[src/rtl/uart_rx_wake_pkg.sv]
package uart_rx_wake_pkg;
  // strobes from the datapath to the control
  typedef struct packed {
    logic idleHit;   // idle character time just completed
    logic msbHit;    // MSB sampled as 1
    logic frameEnd;  // stop bit sampled
    logic stopBad;   // stop bit sampled as 0
  } rxEvt_t;
endpackage

[src/rtl/uart_rx_wake_dp.sv]
module uart_rx_wake_dp
  import uart_rx_wake_pkg::*;
#(
  parameter int SHORT_BITS = 8,
  parameter int LONG_BITS  = 9,
  parameter int CNT_W      = 4
) (
  input  logic   clk,
  input  logic   rst_n,
  input  logic   bitTick,
  input  logic   lineBit,
  input  logic   startSeen,
  input  logic   idleType,
  input  logic   nineBit,
  output rxEvt_t evt
);
  localparam logic [CNT_W-1:0] MSB_SHORT = CNT_W'(SHORT_BITS);
  localparam logic [CNT_W-1:0] MSB_LONG  = CNT_W'(LONG_BITS);

  logic             inFrame;
  logic [CNT_W-1:0] pos;
  logic [CNT_W-1:0] idleCnt;
  logic [CNT_W-1:0] msbIdx, stopIdx, idleTarget;
  logic             countEn;

  always_comb begin
    msbIdx     = nineBit ? MSB_LONG : MSB_SHORT;
    stopIdx    = msbIdx + CNT_W'(1);
    idleTarget = msbIdx + CNT_W'(2);
    // idle type 1 holds the count for the whole frame including stop
    countEn    = idleType ? !inFrame : 1'b1;
  end

  // bit position within the current character
  always_ff @(posedge clk) begin
    if (!rst_n) begin
      inFrame <= 1'b0;
      pos     <= '0;
    end else if (bitTick) begin
      if (startSeen) begin
        inFrame <= 1'b1;
        pos     <= CNT_W'(1);
      end else if (inFrame) begin
        if (pos == stopIdx) inFrame <= 1'b0;
        else                pos     <= pos + CNT_W'(1);
      end
    end
  end

  // consecutive idle bit counter, saturating at the target
  always_ff @(posedge clk) begin
    if (!rst_n) begin
      idleCnt <= '0;
    end else if (bitTick) begin
      if (!lineBit || startSeen)
        idleCnt <= '0;
      else if (countEn && idleCnt != idleTarget)
        idleCnt <= idleCnt + CNT_W'(1);
    end
  end

  always_comb begin
    evt.msbHit   = bitTick && inFrame && !startSeen && pos == msbIdx && lineBit;
    evt.frameEnd = bitTick && inFrame && !startSeen && pos == stopIdx;
    evt.stopBad  = evt.frameEnd && !lineBit;
    evt.idleHit  = bitTick && lineBit && !startSeen && countEn &&
                   idleCnt == idleTarget - CNT_W'(1);
  end
endmodule

[src/rtl/uart_rx_wake_ctl.sv]
module uart_rx_wake_ctl
  import uart_rx_wake_pkg::*;
(
  input  logic   clk,
  input  logic   rst_n,
  input  rxEvt_t evt,
  input  logic   wakeAddr,
  input  logic   sleepReq,
  output logic   asleep,
  output logic   wakeEvt,
  output logic   fullSet,
  output logic   idleSet,
  output logic   errSet
);
  logic idleArmed;
  logic wakeNow;

  always_comb wakeNow = asleep && (wakeAddr ? evt.msbHit : evt.idleHit);

  always_ff @(posedge clk) begin
    if (!rst_n) begin
      asleep    <= 1'b0;
      idleArmed <= 1'b0;
      wakeEvt   <= 1'b0;
      fullSet   <= 1'b0;
      idleSet   <= 1'b0;
      errSet    <= 1'b0;
    end else begin
      // automatic clear outranks the software set
      if (wakeNow)       asleep <= 1'b0;
      else if (sleepReq) asleep <= 1'b1;

      if (evt.frameEnd && !asleep) idleArmed <= 1'b1;
      else if (evt.idleHit)        idleArmed <= 1'b0;

      wakeEvt <= wakeNow;
      fullSet <= evt.frameEnd && !asleep;
      errSet  <= evt.stopBad && !asleep;
      idleSet <= evt.idleHit && idleArmed && !asleep;
    end
  end
endmodule

[src/rtl/uart_rx_wake.sv]
module uart_rx_wake
  import uart_rx_wake_pkg::*;
#(
  parameter int SHORT_BITS = 8,
  parameter int LONG_BITS  = 9
) (
  input  logic clk,
  input  logic rst_n,
  input  logic bitTick,
  input  logic lineBit,
  input  logic startSeen,
  input  logic wakeAddr,
  input  logic idleType,
  input  logic nineBit,
  input  logic sleepReq,
  output logic asleep,
  output logic wakeEvt,
  output logic fullSet,
  output logic idleSet,
  output logic errSet
);
  localparam int CNT_W = $clog2(LONG_BITS + 3);

  rxEvt_t evt;

  uart_rx_wake_dp #(
    .SHORT_BITS(SHORT_BITS), .LONG_BITS(LONG_BITS), .CNT_W(CNT_W)
  ) u_dp (
    .clk(clk), .rst_n(rst_n), .bitTick(bitTick), .lineBit(lineBit),
    .startSeen(startSeen), .idleType(idleType), .nineBit(nineBit), .evt(evt)
  );

  uart_rx_wake_ctl u_ctl (
    .clk(clk), .rst_n(rst_n), .evt(evt), .wakeAddr(wakeAddr),
    .sleepReq(sleepReq), .asleep(asleep), .wakeEvt(wakeEvt),
    .fullSet(fullSet), .idleSet(idleSet), .errSet(errSet)
  );
endmodule

[config.mk]
export PLATFORM = sky130hd
export DESIGN_NAME = uart_rx_wake
export DESIGN_NICKNAME = d
export VERILOG_FILES = /design/src/rtl/uart_rx_wake_pkg.sv /design/src/rtl/uart_rx_wake_dp.sv /design/src/rtl/uart_rx_wake_ctl.sv /design/src/rtl/uart_rx_wake.sv
export SDC_FILE = /design/constraint.sdc
export NUM_CORES = 1
export LEC_CHECK = 0
export BUFFER_PORTS_ARGS = -buffer_cell sky130_fd_sc_hd__buf_2
export CORE_MARGIN = 2
export CORE_UTILIZATION = 44
export CTS_CLUSTER_DIAMETER = 100
export DETAILED_ROUTE_END_ITERATION = 8
export PLACE_DENSITY = 0.77
export SYNTH_ARGS = -nofsm -noshare
export SYNTH_HDL_FRONTEND = slang
export SYNTH_SLANG_ARGS = --single-unit
export TNS_END_PERCENT = 5
[constraint.sdc]
create_clock -name clk -period 1.55 [get_ports clk]
set_input_delay 0.31 -clock clk [delete_from_list [all_inputs] [get_ports clk]]
set_output_delay 0.31 -clock clk [all_outputs]
set_load 0.05 [all_outputs]
== Yosys cells after proc, flatten, opt, wreduce, memory -nomap -nowiden ==
Cells that the tools add are included.

* Muxes and demuxes: 13
* $add $sub $neg: 5
* Reductions and logical operators: 27
* Bitwise operators: 1
* Eq/ne operators: 5

{| class="wikitable"
|+ Operators by type and width
! kind !! number
|-
| 4-bit 2-to-1 mux || 5
|-
| 1-bit logical AND || 16
|-
| 4-bit by 1-bit adder with 4-bit output, second input constant || 3
|-
| 4-bit equality test || 3
|-
| 1-bit 2-to-1 mux || 8
|-
| 2-bit nonzero test || 3
|-
| 4-bit by 2-bit adder with 4-bit output, second input constant || 1
|-
| 1-bit zero test || 4
|-
| 4-bit != test || 1
|-
| 4-bit by 1-bit subtractor with 4-bit output, second input constant || 1
|-
| 3-bit AND reduction || 1
|-
| 2-bit != test, second input constant || 1
|-
| 2-bit AND reduction || 1
|-
| 2-bit OR reduction || 1
|-
| 1-bit logical OR || 1
|-
| 1-bit NOT || 1
|}

* Flip-flop bits (word level): 15
* Input port bits: 9
* Output and inout port bits: 5

== Logic depth before layout (Yosys ltp) ==
* Depth after elaboration: 8
* Mapped depth: 5
* Mapped depth without buffers: 5

== Cells and area by module ==
A second synthesis with hierarchy kept.

* Cell total of the unflattened synthesis: 95
* Area, all modules: 839.6 sq um

{| class="wikitable"
|+ Modules (own cells, without submodules)
! module !! cells each !! times used !! area each (sq um)
|-
| uart_rx_wake_dp || 76 || 1 || 636.9
|-
| uart_rx_wake_ctl || 19 || 1 || 202.7
|}

== Worst setup path after synthesis ==
OpenSTA, ideal clock, no wires.

* Path kind: reg2reg
* Start: register u_dp.pos[0]
* End: register u_dp.pos[0]
* Library setup time: 116 ps
* Clock period less this slack: 1511 ps
* Path buffers: 0
* Path slack: 39 ps
* Stages on the path, launching flop included: 5
* Arrival time: 1395 ps
* Path through: dfxtp_1 or3b_2 a211oi_1 nor4b_1 a31o_2

* Word-level cells in the longest chain between the ends: 4
* Elaborated cells on any way between the ends: 7
* Classes of those cells: add/sub: 1; eq/ne: 2; mux: 3; reduce/logical: 1

{| class="wikitable"
|+ RTL lines
! what !! line !! source
|-
| start, declared || uart_rx_wake_dp.sv:21 || <nowiki>logic [CNT_W-1:0] pos;</nowiki>
|-
| start signal, assigned || uart_rx_wake_dp.sv:45 || <nowiki>else pos <= pos + CNT_W'(1);</nowiki>
|-
| 4-bit by 1-bit adder with 4-bit output || uart_rx_wake_dp.sv:45 ||
|-
| 4-bit 2-to-1 mux || uart_rx_wake_dp.sv:44 || <nowiki>if (pos == stopIdx) inFrame <= 1'b0;</nowiki>
|-
| 4-bit 2-to-1 mux || uart_rx_wake_dp.sv:43 || <nowiki>end else if (inFrame) begin</nowiki>
|-
| 4-bit 2-to-1 mux || uart_rx_wake_dp.sv:40 || <nowiki>if (startSeen) begin</nowiki>
|}

Parallel ways exist; a longest one is shown, timed or not. The select of a mux whose other input is x is not followed.
A chain may end at the register's enable or synchronous reset.

== Final worst setup path ==
* Start: register u_dp.pos[1]
* End: register u_dp.inFrame

* Word-level cells in the longest chain between the ends: 4

{| class="wikitable"
|+ RTL lines
! what !! line !! source
|-
| 4-bit equality test || uart_rx_wake_dp.sv:44 ||
|-
| 1-bit 2-to-1 mux || uart_rx_wake_dp.sv:44 ||
|-
| 1-bit 2-to-1 mux || uart_rx_wake_dp.sv:43 ||
|-
| 1-bit 2-to-1 mux || uart_rx_wake_dp.sv:40 ||
|-
| end signal, assigned || uart_rx_wake_dp.sv:37 || <nowiki>inFrame <= 1'b0;</nowiki>
|-
| end signal, assigned || uart_rx_wake_dp.sv:41 || <nowiki>inFrame <= 1'b1;</nowiki>
|-
| end signal, assigned || uart_rx_wake_dp.sv:44 ||
|-
| end, declared || uart_rx_wake_dp.sv:20 || <nowiki>logic inFrame;</nowiki>
|}

No other way between the ends.

==> flow_summary.toml <==
[die]
die_w_um = 46.26
die_y_um = 46.26
core-area_sq_mm = 0.001708
die_area_sq_mm = 0.002140
io_pins = 14
row_count = 15
initial_utilization = 0.4601

[setup_path]
crit_fanout = 4
worstPathArrival_ns = 1.71
path_depth = 4
endpoint = "u_dp.inFrame$_SDFFE_PN0P_"
critPathTopFamily = "compound AO/OA/AOI/OAI gates"
crit_buf_inv = 0
crit_start = "u_dp.pos[1]$_SDFFE_PN0P_"
path_class = "reg2reg"
worstPathCellList = "or3b_2, a21oi_1, a21oi_1, a31o_2"
start_kind = "register"
end_kind = "register"
r2r-end = "u_dp.inFrame$_SDFFE_PN0P_"
cpMostUsedCell = "a21oi_1"
slowest_delay_ns = 0.47
slowest_stage = "or3b_2"
timing.rr.start = "u_dp.pos[1]$_SDFFE_PN0P_"
r2r_cells = 4
required_ns = 1.74
r2r_setup_slack_ns = 0.03

[route]
drcViolationCount = 0
detail_route.wl_per_cell_um = 12.06
num_vias = 744
dr.first_iter.drc_count = 31
drt-total-wl_um = 1677
first_pass_iters = 4
ant_nets = 0
vias_per_cell = 5.353

[final_layout]
areaGrowthSynthToFinish_pct = 20.38
final_util = 0.5538
finalInstanceArea_sq_um = 945.9
num_antenna_cells = 0
drive_gt1_frac = 0.2368
layout.nets = 126

[timing]
setup_tns_ns = 0
finalHoldViolations = 0
skew_ns = 0.004062
setup_viol = 0
relSlewSlack = 0.7869
timing.final.ws_setup_ns = 0.03351
period_needed_ns = 1.516
rsz0062_at_grt = "yes"
fmax_mhz = 659.4
worstMarginPinSlew_ns = 0.3197
period_share = 0.9784
final_max_slew_viol_count = 0

[placement]
port_buffers = 13
placed_cell_area_sq_um = 919.6
pre_cts_ws_ns = -0.07451
place_congestion = 0.8110
hpwl_um = 1267

[clock_network]
clock_sinks = 15
cts-root-buf = "clkbuf_4"
cts.clk_slew.worst_paths_ns = 0.08
ctsHoldBuffers = 0
cts.repair.resized = 0
htree_levels = 1
clk_latency_ns = 0.29
cts_buffers = 3
post_cts_buffers = 0
clockBufferDepth = 2
tritoncts = "built"

[grt]
antenna_found_initial = 0
grt_max_degree = 19
grt.total_usage = 0.1772
grt_pass1_vias = 592
grt_pass1_wl_um = 2573
grt-ovfl-total = 0

[synth]
synthTopCellsByArea = "dfxtp_1, nand2_1, o21ai_0"
ys_seq_area_frac = 0.3822
syn_avg_cell_area_sq_um = 8.359
yosysTopAreaCell = "dfxtp_1"
synthDominantCellAreaShare = 0.3822
syn-num-nets = 105
ys_warn_count = 0
netlist_area_sq_um = 785.8
synthCells = 94
synth_seq_cells = 15
synth.distinct_cells = 38

[power_and_ir_drop]
peakVddDrop_mv = 0.5684
p_leak_nw = 0.3864
p_per_area_mw_per_mm2 = 764.6
totalPowerFinal_mw = 0.7233

[run_status]
status = "finished clean"

[job]
drv_cap = 0

[min_path]
hold_path.class = "in2reg"
[cells by family after synthesis]
logic type	count (synthesis)	synth area share
compound gates	26	0.2245
xor+xnor	2	0.02230
fa+ha+maj	2	0.03184
buf+inv	9	0.04299
flops	15	0.3822
simple gates	40	0.2962
[power by group]
group / switching, mW / total (mW) / internal [mW]
clock network: 0.121 / 0.221 / 0.100
logic: 0.0553 / 0.0992 / 0.0439
registers: 0.00938 / 0.403 / 0.393
[through the flow]
step                hold WS [ns]  cells
CTS                       0.2534    139
finish                    0.2585    139
detailed placement        0.4556    135
global placement          0.4424    135
floorplan                 0.3824     94
global route              0.2623    139
[placed cells by master (no fill, tap or decap), drive strengths merged, types with 3 or more instances in the layout]
cell	synthesis	final
nand2b	3	3
nand3	4	4
buf	0	20
nor2	3	3
nand2	9	9
inv	5	5
clkbuf	4	4
a21oi	4	4
o21ai	6	6
nor2b	4	4
dfxtp	15	15
[flip-flops by register name (all words and copies together), names as in the netlist]
| name | flops |
|---|---|
| u_ctl.fullSet | 1 |
| u_ctl.idleArmed | 1 |
| u_ctl.idleSet | 1 |
| u_ctl.errSet | 1 |
| u_dp.idleCnt | 4 |
| u_ctl.wakeEvt | 1 |
| u_dp.inFrame | 1 |
| u_ctl.asleep | 1 |
| u_dp.pos | 4 |
[synth_stat cells]
cell type	number
and4_1	1
o21a_1	2
o32ai_1	1
o22ai_1	1
and2_1	2
a22oi_1	1
a32o_1	1
nand3b_1	2
ha_1	2
dfxtp_1	15
nand3_1	4
a211oi_1	1
nand4b_1	1
o31ai_1	1
o2111ai_1	1
a31oi_1	1
inv_1	5
nand2b_1	3
nor2_1	3
a41oi_1	1
nor3b_1	1
nand2_1	9
nor2b_1	4
or3b_2	1
or4_1	2
o211ai_1	2
o21ai_0	6
and3b_2	1
nor4b_1	1
and3_1	1
a21boi_1	1
xnor2_1	1
nor3_1	2
nand4_1	2
a31o_2	2
a21oi_1	4
clkbuf_1	4
xor2_1	1
[worst register-to-register path, stage by stage, from the launching register on]
cell	delay (ns)
dfxtp_1	0.32
or3b_2	0.47
a21oi_1	0.30
a21oi_1	0.12
a31o_2	0.21
[worst min path at each step]
stage | cells after the start | end | start | slack (ns)
finish | 3 | u_ctl.asleep$_SDFFE_PP0P_ | sleepReq | 0.26
global route | 2 | u_ctl.errSet$_SDFF_PN0_ | lineBit | 0.26
floorplan | 1 | u_ctl.errSet$_SDFF_PN0_ | lineBit | 0.38
global placement | 2 | u_ctl.idleArmed$_SDFFE_PN0P_ | u_ctl.idleArmed$_SDFFE_PN0P_ | 0.44
detailed placement | 2 | u_ctl.idleArmed$_SDFFE_PN0P_ | u_ctl.idleArmed$_SDFFE_PN0P_ | 0.46
CTS | 3 | u_ctl.asleep$_SDFFE_PP0P_ | sleepReq | 0.25
[area by class of cell]
class,instances,area [sq um]
clock buffer,4,26.28
fill,163,762.0
inverter,5,18.77
multi-input combinational,70,451.7
sequential,15,300.3
tap,25,31.28
timing repair buffer,20,117.6
[layer usage]
layer,wire length [um],GRT usage,up-vias
met5,0,0,-
met4,22,0.08571,0
met3,78,0.07059,2
met2,763,0.2583,16
met1,813,0.2243,339
li1,-,-,387
(Power assumes the default switching activity.)
